--- src/rtl/ras_pkg.sv ---
package ras_pkg;

    typedef enum logic [1:0] {
        ACT_NONE    = 2'd0,
        ACT_POP     = 2'd1,
        ACT_PUSH    = 2'd2,
        ACT_POPPUSH = 2'd3
    } ras_act_e;

    function automatic logic act_pops(ras_act_e a);
        return (a == ACT_POP) || (a == ACT_POPPUSH);
    endfunction

endpackage

--- src/rtl/ras_hint_decode.sv ---
module ras_hint_decode
    import ras_pkg::*;
#(
    parameter int          IDX_W  = 5,
    parameter logic [4:0]  LINK_A = 5'd1,
    parameter logic [4:0]  LINK_B = 5'd5
) (
    input  logic             valid,
    input  logic [IDX_W-1:0] rd_idx,
    input  logic [IDX_W-1:0] rs1_idx,
    output ras_act_e         act
);

    logic rd_link;
    logic rs1_link;
    logic same_reg;

    always_comb begin
        rd_link  = (rd_idx == IDX_W'(LINK_A)) || (rd_idx == IDX_W'(LINK_B));
        rs1_link = (rs1_idx == IDX_W'(LINK_A)) || (rs1_idx == IDX_W'(LINK_B));
        same_reg = (rd_idx == rs1_idx);
        act      = ACT_NONE;
        if (valid) begin
            unique case ({rd_link, rs1_link})
                2'b00: act = ACT_NONE;
                2'b01: act = ACT_POP;
                2'b10: act = ACT_PUSH;
                2'b11: act = same_reg ? ACT_PUSH : ACT_POPPUSH;
                default: act = ACT_NONE;
            endcase
        end
    end

endmodule

--- src/rtl/ras_target_calc.sv ---
module ras_target_calc #(
    parameter int AW    = 32,
    parameter int IMM_W = 12
) (
    input  logic [AW-1:0]    pc,
    input  logic [AW-1:0]    base,
    input  logic [IMM_W-1:0] offset,
    output logic [AW-1:0]    link_addr,
    output logic [AW-1:0]    jump_target
);

    localparam int EXT_W = AW - IMM_W;

    logic [AW-1:0] offset_ext;
    logic [AW-1:0] raw_sum;

    always_comb begin
        offset_ext  = {{EXT_W{offset[IMM_W-1]}}, offset};
        raw_sum     = base + offset_ext;
        jump_target = {raw_sum[AW-1:1], 1'b0};
        link_addr   = pc + AW'(4);
    end

endmodule

--- src/rtl/ras_stack.sv ---
module ras_stack
    import ras_pkg::*;
#(
    parameter int AW    = 32,
    parameter int DEPTH = 8
) (
    input  logic          clk,
    input  logic          rst,
    input  ras_act_e      act,
    input  logic [AW-1:0] push_addr,
    output logic          top_valid,
    output logic [AW-1:0] top_addr
);

    // DEPTH is a power of two so the pointer wraps on its own
    localparam int PW = (DEPTH > 1) ? $clog2(DEPTH) : 1;
    localparam int CW = $clog2(DEPTH + 1);

    typedef struct packed {
        logic [DEPTH-1:0][AW-1:0] mem;
        logic [PW-1:0]            ptr;
        logic [CW-1:0]            cnt;
    } stk_t;

    stk_t          stk_d, stk_q;
    logic [PW-1:0] top_idx;
    logic          empty;
    logic          full;

    always_comb begin
        top_idx   = stk_q.ptr - PW'(1);
        empty     = (stk_q.cnt == '0);
        full      = (stk_q.cnt == CW'(DEPTH));
        top_valid = !empty;
        top_addr  = stk_q.mem[top_idx];

        stk_d = stk_q;
        unique case (act)
            ACT_POP: begin
                if (!empty) begin
                    stk_d.ptr = top_idx;
                    stk_d.cnt = stk_q.cnt - CW'(1);
                end
            end
            ACT_PUSH: begin
                stk_d.mem[stk_q.ptr] = push_addr;
                stk_d.ptr            = stk_q.ptr + PW'(1);
                if (!full) stk_d.cnt = stk_q.cnt + CW'(1);
            end
            ACT_POPPUSH: begin
                if (!empty) begin
                    stk_d.mem[top_idx] = push_addr;
                end else begin
                    stk_d.mem[stk_q.ptr] = push_addr;
                    stk_d.ptr            = stk_q.ptr + PW'(1);
                    stk_d.cnt            = CW'(1);
                end
            end
            default: ;
        endcase
    end

    always_ff @(posedge clk) begin
        if (rst) begin
            stk_q.mem <= '0;
            stk_q.ptr <= '0;
            stk_q.cnt <= '0;
        end else begin
            stk_q <= stk_d;
        end
    end

endmodule

--- src/rtl/ras_predictor.sv ---
module ras_predictor
    import ras_pkg::*;
#(
    parameter int         AW     = 32,
    parameter int         DEPTH  = 8,
    parameter logic [4:0] LINK_A = 5'd1,
    parameter logic [4:0] LINK_B = 5'd5
) (
    input  logic          clk,
    input  logic          rst,
    input  logic          inst_valid,
    input  logic [4:0]    rd_idx,
    input  logic [4:0]    rs1_idx,
    input  logic [AW-1:0] pc,
    input  logic [AW-1:0] rs1_val,
    input  logic [11:0]   imm,
    output logic          pred_valid,
    output logic [AW-1:0] pred_target,
    output logic          mispredict,
    output logic [AW-1:0] redirect_pc,
    output logic          top_valid,
    output logic [AW-1:0] top_addr
);

    typedef struct packed {
        logic          pvalid;
        logic [AW-1:0] ptarget;
        logic          miss;
        logic [AW-1:0] redir;
    } res_t;

    ras_act_e      act;
    logic [AW-1:0] link_addr;
    logic [AW-1:0] jump_target;
    logic          stk_valid;
    logic [AW-1:0] stk_top;
    res_t          res_d, res_q;

    ras_hint_decode #(
        .IDX_W  (5),
        .LINK_A (LINK_A),
        .LINK_B (LINK_B)
    ) dec_i (
        .valid   (inst_valid),
        .rd_idx  (rd_idx),
        .rs1_idx (rs1_idx),
        .act     (act)
    );

    ras_target_calc #(
        .AW    (AW),
        .IMM_W (12)
    ) tgt_i (
        .pc          (pc),
        .base        (rs1_val),
        .offset      (imm),
        .link_addr   (link_addr),
        .jump_target (jump_target)
    );

    ras_stack #(
        .AW    (AW),
        .DEPTH (DEPTH)
    ) stk_i (
        .clk       (clk),
        .rst       (rst),
        .act       (act),
        .push_addr (link_addr),
        .top_valid (stk_valid),
        .top_addr  (stk_top)
    );

    always_comb begin
        res_d = '0;
        if (act_pops(act)) begin
            res_d.pvalid  = stk_valid;
            res_d.ptarget = stk_valid ? stk_top : '0;
            res_d.miss    = !stk_valid || (stk_top != jump_target);
            res_d.redir   = res_d.miss ? jump_target : '0;
        end
    end

    always_ff @(posedge clk) begin
        if (rst) res_q <= '0;
        else     res_q <= res_d;
    end

    assign pred_valid  = res_q.pvalid;
    assign pred_target = res_q.ptarget;
    assign mispredict  = res_q.miss;
    assign redirect_pc = res_q.redir;
    assign top_valid   = stk_valid;
    assign top_addr    = stk_top;

endmodule

--- config.mk ---
export PLATFORM = sky130hd
export DESIGN_NAME = ras_predictor
export DESIGN_NICKNAME = d
export VERILOG_FILES = /design/src/rtl/ras_pkg.sv /design/src/rtl/ras_hint_decode.sv /design/src/rtl/ras_target_calc.sv /design/src/rtl/ras_stack.sv /design/src/rtl/ras_predictor.sv
export SDC_FILE = /design/constraint.sdc
export NUM_CORES = 1
export LEC_CHECK = 0
export BUFFER_PORTS_ARGS = -buffer_cell sky130_fd_sc_hd__buf_2
export CAP_MARGIN = 20
export CORE_UTILIZATION = 55
export CTS_CLUSTER_SIZE = 40
export DETAILED_ROUTE_END_ITERATION = 10
export PLACE_DENSITY_LB_ADDON = 0.2
export SETUP_SLACK_MARGIN = 0.4
export SYNTH_ARGS = -nofsm -noshare
export SYNTH_HDL_FRONTEND = slang
export SYNTH_SLANG_ARGS = --single-unit
--- constraint.sdc ---
create_clock -name clk -period 13 [get_ports clk]
set_clock_uncertainty 0.1 [all_clocks]
set_input_delay 1.3 -clock clk [delete_from_list [all_inputs] [get_ports clk]]
set_output_delay 1.3 -clock clk [all_outputs]
set_load 0.02 [all_outputs]
; ---- Word level (Yosys, flattened, before mapping)
; Index checks and enable logic that the tools add are counted.
; Widths: inputs -> output; s select.
[classes]
muxes = 17
n_eq_ne = 16
n_bitwise = 2
n_lt_le_gt_ge = 4
addsub = 6
n_reduce_logical = 16
[op_table]
columns = operator, count
row1 = $bwmux 256, 2
row2 = $pmux 256 s2, 1
row3 = $mux 256, 1
row4 = $demux 32 s3, 2
row5 = $bmux 32 s3, 1
row6 = $mux 32, 3
row7 = $add 32x3->32 const B, 1
row8 = $add 32x32->32, 1
row9 = $ne 32x32->1, 1
row10 = $pmux 7 s3, 1
row11 = $mux 7, 2
row12 = $eq 5x1->1 const B, 2
row13 = $eq 5x3->1 const B, 2
row14 = $eq 2x2->1 const B, 4
row15 = $lt 3x4->1 const B, 2
row16 = $pmux 2 s4, 1
row17 = $ge 3x1->1 const B, 2
row18 = $reduce_or 3->1, 2
row19 = $eq 5x5->1, 1
row20 = $add 4x1->4 const B, 1
row21 = $eq 2x1->1 const B, 2
row22 = $eq 4x4->1 const B, 1
row23 = $logic_not 4->1, 1
row24 = $logic_or 1x1->1, 4
row25 = 17 further kinds, 20
[totals]
out_inout_bits = 99
reg_bits = 329

; ---- Depth between registers and ports, before layout
[logic_depth]
word_depth = 9
ltp_mapped = 22

; ---- Modules after synthesis
; Synthesis repeated with hierarchy kept, for this count alone.
[hier_totals]
hier_cells = 1672
area_unflattened_um2 = 17122.7
[modules_own_cells]
columns = module, cells_each, instances, seq_area_each_um2, area_each_um2
row1 = ras_stack, 1167, 1, 5265.0, 12694.7
row2 = ras_target_calc, 314, 1, 0.0, 2254.7
row3 = ras_predictor, 186, 1, 1321.3, 2124.5
row4 = ras_hint_decode, 5, 1, 0.0, 48.8

; ---- Worst setup path before layout
; OpenSTA, ideal clock, no wires.
[synth_timing]
path_kind = flip-flop to flip-flop
startpoint = register stk_i.stk_q[4] (netlist name)
endpoint = register res_q, in the netlist redirect_pc[19]
path_stages_with_launch = 19
required_time_ns = 12.757
period_less_slack_ns = 4.935
slack_ns = 8.065
arrival_time_ns = 4.692
n_path_buf = 6
setup_time_ns = 0.143
path_cell_list = dfxtp_1 buf_6 inv_6 buf_2 buf_1 clkbuf_1 ha_1 xor2_1 buf_4 mux4_2 mux2i_1 xnor2_1 nand4_1 nor4_2 nand4_1 or4b_4 nor4_4 buf_6 nor4_2
[synth_via]
elab_chain_len = 7
[synth_lines]
columns = item, line_no
row1 = "start, declared", ras_stack.sv:25  ; stk_t stk_d, stk_q;
row2 = "start signal, assigned", ras_stack.sv:69  ; stk_q <= stk_d;
row3 = $sub 3x1->3, ras_stack.sv:31  ; top_idx = stk_q.ptr - PW'(1);
row4 = $bmux 32 s3, ras_stack.sv:35  ; top_addr = stk_q.mem[top_idx];
row5 = $mux 32 (implied by the code), ras_stack.sv:35
row6 = $ne 32x32->1, ras_predictor.sv:78  ; res_d.miss = !stk_valid || (stk_top != jump_target);
row7 = $logic_or 1x1->1, ras_predictor.sv:78
row8 = $not 1->1 (no line), -
row9 = $reduce_or 3->1 (no line), -
row10 = "end signal, assigned", ras_predictor.sv:85  ; else res_q <= res_d;
row11 = "end, declared", ras_predictor.sv:37  ; res_t res_d, res_q;
; Every way passes these cells. The select of a mux whose other input is x is not followed.
; A chain may end at the register's enable or synchronous reset.

; ---- Worst setup path after layout
[layout_timing]
startpoint = register stk_i.stk_q[4] (netlist name)
endpoint = output top_addr[16]
[layout_via]
elab_chain_len = 3
[layout_lines]
columns = item, line_no
row1 = $sub 3x1->3, ras_stack.sv:31
row2 = $bmux 32 s3, ras_stack.sv:35
row3 = $mux 32 (implied by the code), ras_stack.sv:35
row4 = "end, declared", ras_predictor.sv:22  ; output logic [AW-1:0] top_addr
; Every way passes these cells. The select of a mux whose other input is x is not followed.

==> impl_metrics.json <==
{
  "arrival_ns": 4.64,
  "cts_setup_buffers": 0,
  "num_rows": 62,
  "layout.cells.non_filler": 2334,
  "area_delta_synth_final_pct": 13.5,
  "first_pass_iters": 7,
  "numCtsBuffers": 35,
  "power_density_mw_per_mm2": 124,
  "coreArea_mm2": 0.0289,
  "io-pin-count": 188,
  "cp_cell_sequence": "inv_6 > ha_4 > buf_4 > mux2i_1 > o21ai_0 > a221oi_1 > inv_1 > buf_2",
  "insertion_delay_ns": 0.53,
  "hp-class": "flip-flop to flip-flop",
  "ys.flop_type": "dfxtp_1",
  "synth_fp_nets": 1959,
  "dpl.hpwl_mm": 30.4,
  "synth.distinct_cells": 80,
  "startpoint_type": "flip-flop",
  "wire_per_inst_um": 19.6,
  "ys_ff_latch": 328,
  "initial_core_util_pct": 56.3,
  "antenna_cells": 0,
  "path_clk_slew_ns": 0.06,
  "leakagePower_nw": 6.94,
  "synth_edf_count": 0,
  "num_vias": 14000,
  "via_per_inst": 6.01,
  "cts.sinks": 328,
  "peakVddDrop_mv": 0.0838,
  "place_inst": 2270,
  "globalplace.congestion": 0.970,
  "grt_pass1_vias": 13100,
  "finalSetupTns_ns": 0,
  "grt_max_degree": 101,
  "status": "completed",
  "fmax_mhz": 166,
  "avgSynthCellArea_um2": 8.89,
  "yosys.area_share.simple_pct": 17.9,
  "synth_compound_gate_area_share_pct": 19.3,
  "synthMuxAreaShare_pct": 8.97,
  "drcViolationCount": 0,
  "grt_pass1_wl_mm": 71.7,
  "synth_fa_ha_area_share_pct": 2.93,
  "cp_top_family": "buffers and inverters",
  "ys_top_cells_by_area": "dfxtp_1 40%, a211oi_1 11%, nor2_1 8.2%",
  "synth_cells": 1833,
  "cts_hold_buf": 0,
  "tightest_slew_ns": 1.11,
  "yosysMostFrequentCell": "nor2_1",
  "cp_data_required_time_ns": 11.60,
  "cpPeakStageDelay_ns": 0.96,
  "synth_top_family_by_area": "compound AO/OA/AOI/OAI gates",
  "pre_cts_ws_ns": 7.26,
  "drtIter0Drc": 1515,
  "grtUsageTotal_pct": 29.7,
  "grt_antenna_before_repair": 0,
  "grt-ovfl-total": 0,
  "final_hold_viol_count": 0,
  "cts_resized": 0,
  "syn_area_mm2": 0.0163,
  "cts-root-buf": "clkbuf_16",
  "max_cap_violations": 0,
  "rsz0062_at_grt": "no",
  "cp.buffers_inverters": 4,
  "cts_max_level": 2,
  "cts_buffer_depth": 3,
  "setup.worst_path.end_class": "output port",
  "relSlewSlack_pct": 25.9,
  "wl_mm": 45.8,
  "synth_top_area_cell": "dfxtp_1",
  "synth_top_area_share_pct": 40.3,
  "cts_tree": "done",
  "fin_crit_ns": 6.04,
  "synth_xor_xnor_area_share_pct": 5.35,
  "die_width_um": 174,
  "crit_type": "flip-flop to output port",
  "nNetsFinal": 2049,
  "cp_slowest_cell": "a221oi_1",
  "final_antenna_net_count": 0,
  "yosys-top-cells-count": "354 x nor2_1, 328 x dfxtp_1, 240 x a211oi_1, 116 x clkbuf_1, 111 x nand2_1",
  "synth_warnings": 0,
  "fin_crit_sh_pct": 46.5,
  "drive_above_1_share_pct": 17.3,
  "port_buffers": 186,
  "drv_slew": 0,
  "finalWorstSetupSlack_ns": 6.96,
  "async_flop_share_pct": 0,
  "die_h_um": 174,
  "setup_viol_count_final": 0,
  "path_max_fanout": 77,
  "synth_seq_area_share_pct": 40.3,
  "dieArea_mm2": 0.0303
}
where the power goes:
| part | switching (mW) | leakage, nW | internal, mW |
|---|---|---|---|
| registers | 0.00253 | 2.64 | 1.01 |
| clock network | 0.407 | 0.597 | 0.628 |
| logic | 0.163 | 3.70 | 0.0864 |
| total | 0.573 | 6.94 | 1.72 |
worst paths after layout:
check	from	end	slack, ns	cells past startpoint
setup reg to reg	stk_i.stk_q[4]$_SDFFE_PP0P_	redirect_pc[31]$_SDFF_PP0_	7.22	15
setup / recovery	stk_i.stk_q[4]$_SDFFE_PP0P_	top_addr[16]	6.96	8
hold / removal	stk_i.stk_q[239]$_SDFFE_PP0P_	stk_i.stk_q[239]$_SDFFE_PP0P_	0.39	2
hold reg to reg	stk_i.stk_q[239]$_SDFFE_PP0P_	stk_i.stk_q[239]$_SDFFE_PP0P_	0.39	2
worst min-delay path: cells and delay by family (launching register included):
family | cells | cell delay (ns)
AOI/OAI and AO/OA | 1 | 0.05
DFF | 1 | 0.30
and+or+nand+nor | 1 | 0.09
cell families after synthesis:
| logic type | after synthesis |
|---|---|
| flip-flops | 328 |
| AO/OA/AOI/OAI | 440 |
| multiplexers | 100 |
| adder cells (fa/ha/maj) | 37 |
| XOR/XNOR | 94 |
| AND/OR/NAND/NOR | 637 |
| other | 1 |
| buffers and inverters | 196 |
area by class of cell:
class                      instances  area [um^2]
fill                            2477        10400
multi-input combinational       1309         8980
sequential                       328         6570
timing repair buffer             204         1070
clock buffer                      53         1060
tap                              384          480
inverter                          45          174
clock inverter                    11          148
cells in the final DEF, fill, tap and decap left out, types with 9 or more instances in the layout:
cell,n
nor2_1,348
a211oi_1,240
and3_1,16
a21o_1,15
xor2_1,40
nand4_1,20
a21oi_1,58
o21ai_0,29
inv_1,44
nor4_2,18
mux2i_1,62
ha_1,34
xnor2_1,49
nor3_1,28
nand2_1,111
clkbuf_8,11
nand2b_1,9
mux4_1,10
a31oi_1,13
mux4_2,23
nand3_1,32
clkbuf_16,36
dfxtp_1,327
buf_4,18
buf_2,185
flip-flops by register name (all words and copies together) (netlist names):
name / count
redirect_pc: 31
stk_i.stk_q: 263
pred_target: 32
pred_valid: 1
mispredict: 1
through the flow:
| step | utilization, % | power, mW | cell area, um^2 | hold WS (ns) |
|---|---|---|---|---|
| finish | 63.9 | 2.30 | 18500 | 0.393 |
| global placement | 59.7 | 1.28 | 17300 | 0.364 |
| floorplan | - | 1.21 | 16300 | 0.351 |
| CTS | 63.9 | 2.31 | 18500 | 0.392 |
| global route | 63.9 | 2.38 | 18500 | 0.412 |
| detailed placement | 59.7 | 1.28 | 17300 | 0.378 |
layer usage:
layer | global-route usage [%] | routed length (um) | vias to the layer above
met3 | 5.16 | 2950 | 67
met5 | 0 | 0 | -
met1 | 40.0 | 20100 | 6667
li1 | - | - | 6791
met4 | 8.37 | 1020 | 0
met2 | 48.9 | 21700 | 499
Power figures use the tool's default switching activity.
